$ cat config.mk
export PLATFORM = sky130hd
export DESIGN_NAME = word_stack_ctl
export DESIGN_NICKNAME = d
export VERILOG_FILES = /design/src/rtl/stk_pkg.sv /design/src/rtl/stk_arbiter.sv /design/src/rtl/stk_ptr.sv /design/src/rtl/stk_ram.sv /design/src/rtl/word_stack_ctl.sv
export SDC_FILE = /design/constraint.sdc
export NUM_CORES = 1
export LEC_CHECK = 0
export BUFFER_PORTS_ARGS = -buffer_cell sky130_fd_sc_hd__clkbuf_2
export CORE_UTILIZATION = 45
export DETAILED_ROUTE_END_ITERATION = 12
export PLACE_DENSITY = 0.73
export SLEW_MARGIN = 20
export SYNTH_ARGS = -nofsm -noshare
export SYNTH_HDL_FRONTEND = slang
export SYNTH_HIERARCHICAL = 1
export SYNTH_SLANG_ARGS = --single-unit
$ cat constraint.sdc
create_clock -name clk -period 3.9 [get_ports clk]
set_clock_uncertainty 0.2 [all_clocks]
set_input_delay 0.39 -clock clk [delete_from_list [all_inputs] [get_ports clk]]
set_output_delay 0.39 -clock clk [all_outputs]
set_load 0.005 [all_outputs]
$ cat src/rtl/stk_pkg.sv
package stk_pkg;

  typedef enum logic [1:0] {
    OP_IDLE = 2'd0,
    OP_WR   = 2'd1,
    OP_RD   = 2'd2
  } stk_op_e;

  // Pointer after one word goes on the stack.
  function automatic logic [15:0] sp_after_push(input logic [15:0] sp);
    return sp - 16'd2;
  endfunction

  // Pointer after one word comes off the stack.
  function automatic logic [15:0] sp_after_pop(input logic [15:0] sp);
    return sp + 16'd2;
  endfunction

  // A push fits if sp-2 stays at or above the lower limit (17-bit compare, no wrap).
  function automatic logic push_fits(input logic [15:0] sp, input logic [15:0] lim);
    return ({1'b0, sp} >= ({1'b0, lim} + 17'd2));
  endfunction

  // A pop is legal if sp+2 stays at or below the stack base (the reset value).
  function automatic logic pop_has_word(input logic [15:0] sp, input logic [15:0] base);
    return (({1'b0, sp} + 17'd2) <= {1'b0, base});
  endfunction

endpackage

$ cat src/rtl/stk_arbiter.sv
module stk_arbiter
  import stk_pkg::*;
#(
  parameter logic [15:0] SP_LIMIT = 16'd0,
  parameter logic [15:0] SP_BASE  = 16'd64
) (
  input  logic        push_i,
  input  logic        pop_i,
  input  logic        call_i,
  input  logic        ret_i,
  input  logic [15:0] sp_i,
  output stk_op_e     op_o,
  output logic        sel_ip_o,
  output logic        is_ret_o,
  output logic        ev_conflict_o,
  output logic        ev_ovf_o,
  output logic        ev_unf_o
);

  logic [3:0] req;
  logic       want_wr;
  logic       want_rd;
  logic       fits;
  logic       has;

  assign req     = {ret_i, call_i, pop_i, push_i};
  assign want_wr = push_i | call_i;
  assign want_rd = pop_i | ret_i;
  assign fits    = push_fits(sp_i, SP_LIMIT);
  assign has     = pop_has_word(sp_i, SP_BASE);

  always_comb begin
    ev_conflict_o = ((req & (req - 4'd1)) != 4'd0);
    ev_ovf_o      = !ev_conflict_o && want_wr && !fits;
    ev_unf_o      = !ev_conflict_o && want_rd && !has;
    op_o          = OP_IDLE;
    if (!ev_conflict_o) begin
      if (want_wr && fits)     op_o = OP_WR;
      else if (want_rd && has) op_o = OP_RD;
    end
  end

  assign sel_ip_o = call_i;
  assign is_ret_o = ret_i;

endmodule

$ cat src/rtl/stk_ptr.sv
module stk_ptr
  import stk_pkg::*;
#(
  parameter logic [15:0] SP_RESET = 16'd64
) (
  input  logic        clk,
  input  logic        rst_n,
  input  stk_op_e     op_i,
  input  logic        frame_load_i,
  output logic [15:0] sp_o,
  output logic [15:0] bp_o
);

  logic [15:0] sp_q;
  logic [15:0] bp_q;

  always_ff @(posedge clk) begin
    if (!rst_n) begin
      sp_q <= SP_RESET;
      bp_q <= SP_RESET;
    end else begin
      case (op_i)
        OP_WR:   sp_q <= sp_after_push(sp_q);
        OP_RD:   sp_q <= sp_after_pop(sp_q);
        default: sp_q <= sp_q;
      endcase
      if (frame_load_i) bp_q <= sp_q;
    end
  end

  assign sp_o = sp_q;
  assign bp_o = bp_q;


  push_step_chk: assert property (@(posedge clk) disable iff (!rst_n)
    (op_i == OP_WR) |=> (sp_q == $past(sp_q) - 16'd2));


  pop_step_chk: assert property (@(posedge clk) disable iff (!rst_n)
    (op_i == OP_RD) |=> (sp_q == $past(sp_q) + 16'd2));


  idle_hold_chk: assert property (@(posedge clk) disable iff (!rst_n)
    (op_i == OP_IDLE) |=> $stable(sp_q));


  frame_copy_chk: assert property (@(posedge clk) disable iff (!rst_n)
    frame_load_i |=> (bp_q == $past(sp_q)));

endmodule

$ cat src/rtl/stk_ram.sv
module stk_ram #(
  parameter int BYTES = 64
) (
  input  logic                     clk,
  input  logic                     we_i,
  input  logic [$clog2(BYTES)-1:0] waddr_i,
  input  logic [15:0]              wdata_i,
  input  logic [$clog2(BYTES)-1:0] raddr_i,
  output logic [15:0]              rdata_o
);

  localparam int AW = $clog2(BYTES);

  logic [7:0]    mem [BYTES];
  logic [AW-1:0] whi;
  logic [AW-1:0] rhi;

  assign whi = waddr_i + AW'(1);
  assign rhi = raddr_i + AW'(1);

  // Little-endian: the low byte goes at the word address, the high byte one above it.
  always_ff @(posedge clk) begin
    if (we_i) begin
      mem[waddr_i] <= wdata_i[7:0];
      mem[whi]     <= wdata_i[15:8];
    end
  end

  assign rdata_o = {mem[rhi], mem[raddr_i]};

endmodule

$ cat src/rtl/word_stack_ctl.sv
module word_stack_ctl
  import stk_pkg::*;
#(
  parameter int          MEM_BYTES = 64,
  parameter logic [15:0] SP_RESET  = 16'd64,
  parameter logic [15:0] SP_LIMIT  = 16'd0
) (
  input  logic        clk,
  input  logic        rst_n,
  input  logic        push_i,
  input  logic        pop_i,
  input  logic        call_i,
  input  logic        ret_i,
  input  logic        frame_load_i,
  input  logic [15:0] push_data_i,
  input  logic [15:0] ip_i,
  output logic [15:0] sp_o,
  output logic [15:0] bp_o,
  output logic [15:0] pop_data_o,
  output logic        pop_valid_o,
  output logic [15:0] ip_o,
  output logic        ip_valid_o,
  output logic        ovf_o,
  output logic        unf_o,
  output logic        conflict_o
);

  localparam int MAW = $clog2(MEM_BYTES);

  stk_op_e     op;
  logic        sel_ip;
  logic        is_ret;
  logic        ev_conflict;
  logic        ev_ovf;
  logic        ev_unf;
  logic [15:0] sp_cur;
  logic [15:0] wr_word;
  logic [15:0] rd_word;

  stk_arbiter #(.SP_LIMIT(SP_LIMIT), .SP_BASE(SP_RESET)) u_arb (
    .push_i        (push_i),
    .pop_i         (pop_i),
    .call_i        (call_i),
    .ret_i         (ret_i),
    .sp_i          (sp_cur),
    .op_o          (op),
    .sel_ip_o      (sel_ip),
    .is_ret_o      (is_ret),
    .ev_conflict_o (ev_conflict),
    .ev_ovf_o      (ev_ovf),
    .ev_unf_o      (ev_unf)
  );

  stk_ptr #(.SP_RESET(SP_RESET)) u_ptr (
    .clk          (clk),
    .rst_n        (rst_n),
    .op_i         (op),
    .frame_load_i (frame_load_i),
    .sp_o         (sp_cur),
    .bp_o         (bp_o)
  );

  assign wr_word = sel_ip ? ip_i : push_data_i;

  stk_ram #(.BYTES(MEM_BYTES)) u_ram (
    .clk     (clk),
    .we_i    (op == OP_WR),
    .waddr_i (MAW'(sp_after_push(sp_cur))),
    .wdata_i (wr_word),
    .raddr_i (MAW'(sp_cur)),
    .rdata_o (rd_word)
  );

  always_ff @(posedge clk) begin
    if (!rst_n) begin
      pop_data_o  <= '0;
      pop_valid_o <= 1'b0;
      ip_o        <= '0;
      ip_valid_o  <= 1'b0;
      ovf_o       <= 1'b0;
      unf_o       <= 1'b0;
      conflict_o  <= 1'b0;
    end else begin
      pop_valid_o <= (op == OP_RD) && !is_ret;
      ip_valid_o  <= (op == OP_RD) && is_ret;
      if (op == OP_RD && !is_ret) pop_data_o <= rd_word;
      if (op == OP_RD && is_ret)  ip_o       <= rd_word;
      ovf_o      <= ev_ovf;
      unf_o      <= ev_unf;
      conflict_o <= ev_conflict;
    end
  end

  assign sp_o = sp_cur;


  ovf_hold_chk: assert property (@(posedge clk) disable iff (!rst_n)
    ev_ovf |=> (ovf_o && $stable(sp_o)));


  unf_quiet_chk: assert property (@(posedge clk) disable iff (!rst_n)
    ev_unf |=> (unf_o && !pop_valid_o && !ip_valid_o && $stable(sp_o)));


  flag_excl_chk: assert property (@(posedge clk) disable iff (!rst_n)
    $onehot0({ovf_o, unf_o, conflict_o}));


  conflict_quiet_chk: assert property (@(posedge clk) disable iff (!rst_n)
    ev_conflict |=> (conflict_o && !pop_valid_o && !ip_valid_o && $stable(sp_o)));


  ret_strobe_chk: assert property (@(posedge clk) disable iff (!rst_n)
    (op == OP_RD && is_ret) |=> (ip_valid_o && !pop_valid_o));

endmodule

# [Word level (Yosys, flattened, before mapping)]
# Memories as Yosys holds them, arrays and structs flattened. A register that Yosys moved wholly into a read port is not among the register bits.
# Cells that the tools add are included.
[totals] ff_bits=69 mem_bits_rw=512 in_bits=39 out_inout_bits=69 word_cells=46 n_memories=1
[classes] addsub=6 n_lt_le_gt_ge=2 n_eq_ne=2 mux=9 bitwise=3 n_reduce_logical=14
[memory_table] name="u_ram.mem" words=64 word_bits=8 read_ports=2 rd_clocked_by_memory_dff=1 write_ports=2 line_no="stk_ram.sv:14" text="logic [7:0] mem [BYTES];"
[ops] operator="$pmux 16 s2" n=1
[ops] operator="$add 16x2->17 const B" n=1
[ops] operator="$le 17x7->1 const B" n=1
[ops] operator="$add 16x2->16 const B" n=1
[ops] operator="$ge 16x2->1 const B" n=1
[ops] operator="$mux 16" n=1
[ops] operator="$sub 16x2->16 const B" n=1
[ops] operator="$add 6x1->6 const B" n=2
[ops] operator="$mux 6" n=2
[ops] operator="$logic_and 1x1->1" n=8
[ops] operator="$mux 2" n=3
[ops] operator="$and 4x4->4" n=1
[ops] operator="$logic_not 1->1" n=4
[ops] operator="$reduce_bool 4->1" n=1
[ops] operator="$sub 4x1->4 const B" n=1
[ops] operator="$eq 2x1->1 const B" n=1
[ops] operator="$eq 2x2->1 const B" n=1
[ops] operator="$mux 1" n=2
[ops] operator="$or 1x1->1" n=2
[ops] operator="$reduce_bool 2->1" n=1

# [Logic depth before layout (Yosys ltp)]
[logic_depth] word_depth=10 ltp_mapped=14 ltp_nobuf=13

# [Cells and area by module]
# The synthesis kept the hierarchy.
[by_module_without_submodules] mod="stk_ram" n_inst=1 cells_per_inst=2211 area_per_inst_um2=31542.8 seq_area_each_um2=15374.7
[by_module_without_submodules] mod="stk_ptr" n_inst=1 cells_per_inst=206 area_per_inst_um2=1844.3 seq_area_each_um2=600.6
[by_module_without_submodules] mod="word_stack_ctl" n_inst=1 cells_per_inst=162 area_per_inst_um2=1624.1 seq_area_each_um2=740.7
[by_module_without_submodules] mod="stk_arbiter" n_inst=1 cells_per_inst=22 area_per_inst_um2=141.4 seq_area_each_um2=0.0

# [Least setup slack after synthesis]
# Ideal clock, no wire load.
[synth_path] kind="input port to flip-flop" start="input call_i" end="memory u_ram.mem[15][0], enable pin" setup_ns=0.376 arrival_ns=2.898 t_required_ns=3.324 path_slack_ns=0.425 path_stages=9 path_buffers=2 cell_sequence="xnor2_1 or3_1 a31oi_1 and2b_1 buf_2 nor2b_1 nand3_1 buf_2 o22ai_1"
[synth_rtl] element="from (decl)" line_no="word_stack_ctl.sv:12" text="input logic call_i,"
[synth_rtl] element="to (decl)" line_no="stk_ram.sv:14"

# [Worst setup path in the final report]
[layout_path] start="register u_ptr.sp_q[11] (netlist: u_ptr/sp_o[11])" end="register u_ptr.sp_q[15] (netlist: u_ptr/sp_o[15])"
[layout_between] elab_chain_cells=8 word_cells_on_any_way=14 cone_classes="add/sub: 3; order compare: 2; eq/ne: 2; mux: 4; reduce/logical: 3"
[layout_rtl] element="from (decl)" line_no="stk_ptr.sv:14" text="logic [15:0] sp_q;"
[layout_rtl] element="from (signal assigned)" line_no="stk_ptr.sv:23" text="OP_WR: sp_q <= sp_after_push(sp_q);"
[layout_rtl] element="from (signal assigned)" line_no="stk_ptr.sv:24" text="OP_RD: sp_q <= sp_after_pop(sp_q);"
[layout_rtl] element="from (signal assigned)" line_no="stk_ptr.sv:25" text="default: sp_q <= sp_q;"
[layout_rtl] element="$add 16x2->17" line_no="stk_pkg.sv:26" text="return (({1'b0, sp} + 17'd2) <= {1'b0, base});"
[layout_rtl] element="$le 17x7->1" line_no="stk_pkg.sv:26"
[layout_rtl] element="$logic_and 1x1->1" line_no="stk_arbiter.sv:39" text="else if (want_rd && has) op_o = OP_RD;"
[layout_rtl] element="$mux 2" line_no="stk_arbiter.sv:39"
[layout_rtl] element="$mux 2 *" line_no="stk_arbiter.sv:38" text="if (want_wr && fits) op_o = OP_WR;"
[layout_rtl] element="$mux 2 *" line_no="stk_arbiter.sv:37" text="if (!ev_conflict_o) begin"
[layout_rtl] element="via op[1]" line_no="word_stack_ctl.sv:30" text="stk_op_e op;"
[layout_rtl] element="$eq 2x2->1 or $eq 2x1->1 (tied branches)" line_no="stk_ptr.sv:22" text="case (op_i)"
[layout_rtl] element="$pmux 16 s2 or $reduce_bool 2->1 (tied branches)"
# The timed path passes the listed nets; every way through them passes the cells marked *.
# A chain may end at the register's enable or synchronous reset.

==> summary.md <==
| Metric | Value |
|---|---|
| Synth async-reset ratio | `0` |
| Grt total ovfl | `0` |
| CP required | `4.23 ns` |
| Height of the die | `281 um` |
| Fraction of layout cells with a size suffix above 1 | `0.427` |
| TritonCTS clock tree | `done` |
| Critical path class | `reg2reg` |
| Horiz. Die Dim | `281 um` |
| Area leader, netlist | `edfxtp_1` |
| DP HPWL | `72,700 um` |
| Commonest non-fill, non-tap cell in the layout | `mux2_2` |
| Crit Path Max Fanout | `11` |
| Tot GR Track Use | `0.275` |
| Post-synth top area share | `0.437` |
| FF+latch count, synth | `579` |
| Syn_area_per_cell | `13.5 um^2` |
| Drt drc | `0` |
| Final WL | `110,000 um` |
| P&R area growth vs syn | `12.3%` |
| Final period util | `0.963` |
| Full die area | `79,200 um^2` |
| Worst Hold Class | `in2reg` |
| Cells after DPL | `3,645` |
| Core area | `77,300 um^2` |
| Cells after Synth | `2,601` |
| Row cnt | `102` |
| Via count | `25.1k` |
| Number of enable flip-flop cells after synthesis | `512` |
| Largest family of logic cells by synthesized area | `multiplexers` |
| PortBufs | `roughly 110` |
| Endpoint class of the critical path | `flop` |
| Wire per inst | `a little under 30 um` |
| Clock root buffer | `clkbuf_16` |
| Area contributors post-synth | `edfxtp_1 44%, mux2_2 17%, mux4_2 12%, mux2i_1 6.3%, dfxtp_1 3.8%` |
| Critical path arrival | `4.09 ns` |
| RSZ-0062 raised after global routing | `false` |
| Final nets | `approximately 2.7k` |
| # IOs | `108` |
| Fmax | `266 MHz` |
| Leakage | `around 0.014 uW` |
| Adder-Cell Fraction of Synth Area | `0.00762` |
| Crit start category | `flop` |
| Finished Layout Cells | `~3.8k` |
| Gpl congestion | `0.970` |
| Worst VDD drop | `approximately 0.25 mV` |
| Simple-gate share of the synthesized area | `0.0650` |
| TritonRoute pass-1 iters | `6` |
| Via density | `6.66` |
| Initial Util | `0.455` |
| Worst-Margin Slew | `about 1.4 ns` |
| Detail Route Antenna Nets | `0` |
| Final slew viol count | `0` |
| Ant. Diodes | `0` |
| Final hold vios | `0` |
| Largest net degree at the start of global routing | `331` |
| Max Cap Viol | `0` |
| Skew-Pair Late Insertion Delay | `0.62 ns` |
| Synth Area in Compound Gates | `0.0633` |
| Synth Flop Type | `edfxtp_1` |
| Netlist cell types | `79` |
| Setup TNS | `0 ns` |
| H-tree levels | `3` |
| Post-Syn Area | `35,200 um^2` |
| Clk sinks | `579` |
| Number of buffers created by CTS | `67` |
| Drt initial violations | `2,915` |
| Post-synthesis mux area share | `0.348` |
| Yosys Warn Count | `6` |
| Pwr dens | `424 nW/um^2` |
| Final setup viols | `0` |
| Most frequent cells in the layout | `523 x mux2_2, 512 x edfxtp_1, 221 x mux2i_1` |
| Sequential share of the synthesized area | `0.476` |
| Total Power | `around 17,000 uW` |
| Status | `finished, final reports clean` |
| Maximum root-to-sink buffer count | `3` |
| Final Critical Period | `between 3 and 4 ns` |
| Vias in the first global route | `between 20k and 25k` |
| Xor and xnor area share after synthesis | `0.00566` |
| Worst-path clk slew | `0.05 ns` |
| Worst slew margin | `0.0821` |
| First-pass GRT wire length | `between 150,000 and 200,000 um` |
| Initial antenna violation count | `1` |
| Core Util, Final | `0.510` |
==> routing by layer <==
metal  vias up  GRT usage  wire, um
met5         -          0        37
met4         2      0.133      5800
met3       321     0.0580     12300
met2      1728      0.444     51500
met1     12600      0.352     40600
li1      10400          -         -
==> area by class of cell <==
| class | instances | area (um^2) |
|---|---|---|
| Clock buffer | 91 | 1900 |
| Clock inverter | 30 | 199 |
| Fill cell | 6469 | 37900 |
| Inverter | 17 | 67.6 |
| Multi-Input combinational cell | 1738 | 17300 |
| Sequential cell | 579 | 16700 |
| Tap cell | 1040 | 1300 |
| Timing Repair Buffer | 279 | 1980 |
==> timing repair <==
item,in CTS,in global routing
hold buffers,1,0
setup buffers,0,7
hold endpoints to repair,2,0
setup endpoints to repair,0,13
resized for setup,0,9
==> final timing paths <==
check | from | endpoint | slack (ns) | cells past startpoint
max reg2reg | u_ptr/sp_o[11] | u_ptr/sp_o[15] | 0.14 | 12
min reg2reg | ip_o[1] | ip_o[1] | 0.26 | 2
max | u_ptr/sp_o[11] | u_ptr/sp_o[15] | 0.14 | 12
min | push_i | conflict_o | 0.02 | 4
==> registers in the layout (all words and copies together), names as in the netlist <==
register,count
ip_o,16
u_ptr/sp_o,15
ip_valid_o,1
u_ptr/bp_o,15
conflict_o,1
unf_o,1
u_ram/mem,512
ovf_o,1
pop_valid_o,1
pop_data_o,16
==> kinds of logic (layout without fill, tap and decap cells) <==
kind of cell,after synthesis,count (layout)
AOI/OAI and AO/OA,326,326
other,1,2
buffers and inverters,285,417
muxes,930,930
and+or+nand+nor,438,438
DFF,579,579
adders and majority gates,21,21
xor gates and xnor gates,21,21
==> report_power, final <==
group / total (uW) / switching (uW) / internal, uW
registers: 6920 / 56.9 / 6870
clock network: 6130 / 2580 / 3550
logic: 3690 / 2290 / 1400
total: 16700 / 4930 / 11800
==> Yosys cell counts (16+ instances only) <==
cell and count:
edfxtp_1 512, mux4_2 180, buf_1 31, o22ai_1 105, nor2_1 81, nor3_1 24
o221ai_1 64, o21ai_0 20, clkbuf_1 167, buf_2 53, mux2_2 526, mux2i_1 221
nor2_4 16, a21oi_1 67, a22oi_1 22, nand2_1 143, nor2_2 36, dfxtp_1 67
ha_1 19, nand3_1 51
==> worst max-delay path, stage by stage (launching register included) <==
cell and delay (ns):
dfxtp_1 0.35, nor4_2 0.32, and3_2 0.28, and3_2 0.24, ha_2 0.26, clkinvlp_4 0.24, ha_1 0.49, o211ai_2 0.13
a21oi_2 0.20, o2111ai_1 0.25, a21oi_1 0.23, mux2i_1 0.27, mux2i_1 0.21
==> metrics by stage <==
stage               instance area, um^2  hold slack (ns)  setup WS, ns
finish                            39500           0.0174         0.144
global route                      39500           0.0521       0.00133
CTS                               39400          0.00954        0.0193
detailed placement                37300            0.250        0.0773
global placement                  37200            0.241         0.170
floorplan                         35200            0.251         0.425
No activity file was read; power rests on OpenSTA's default activity.
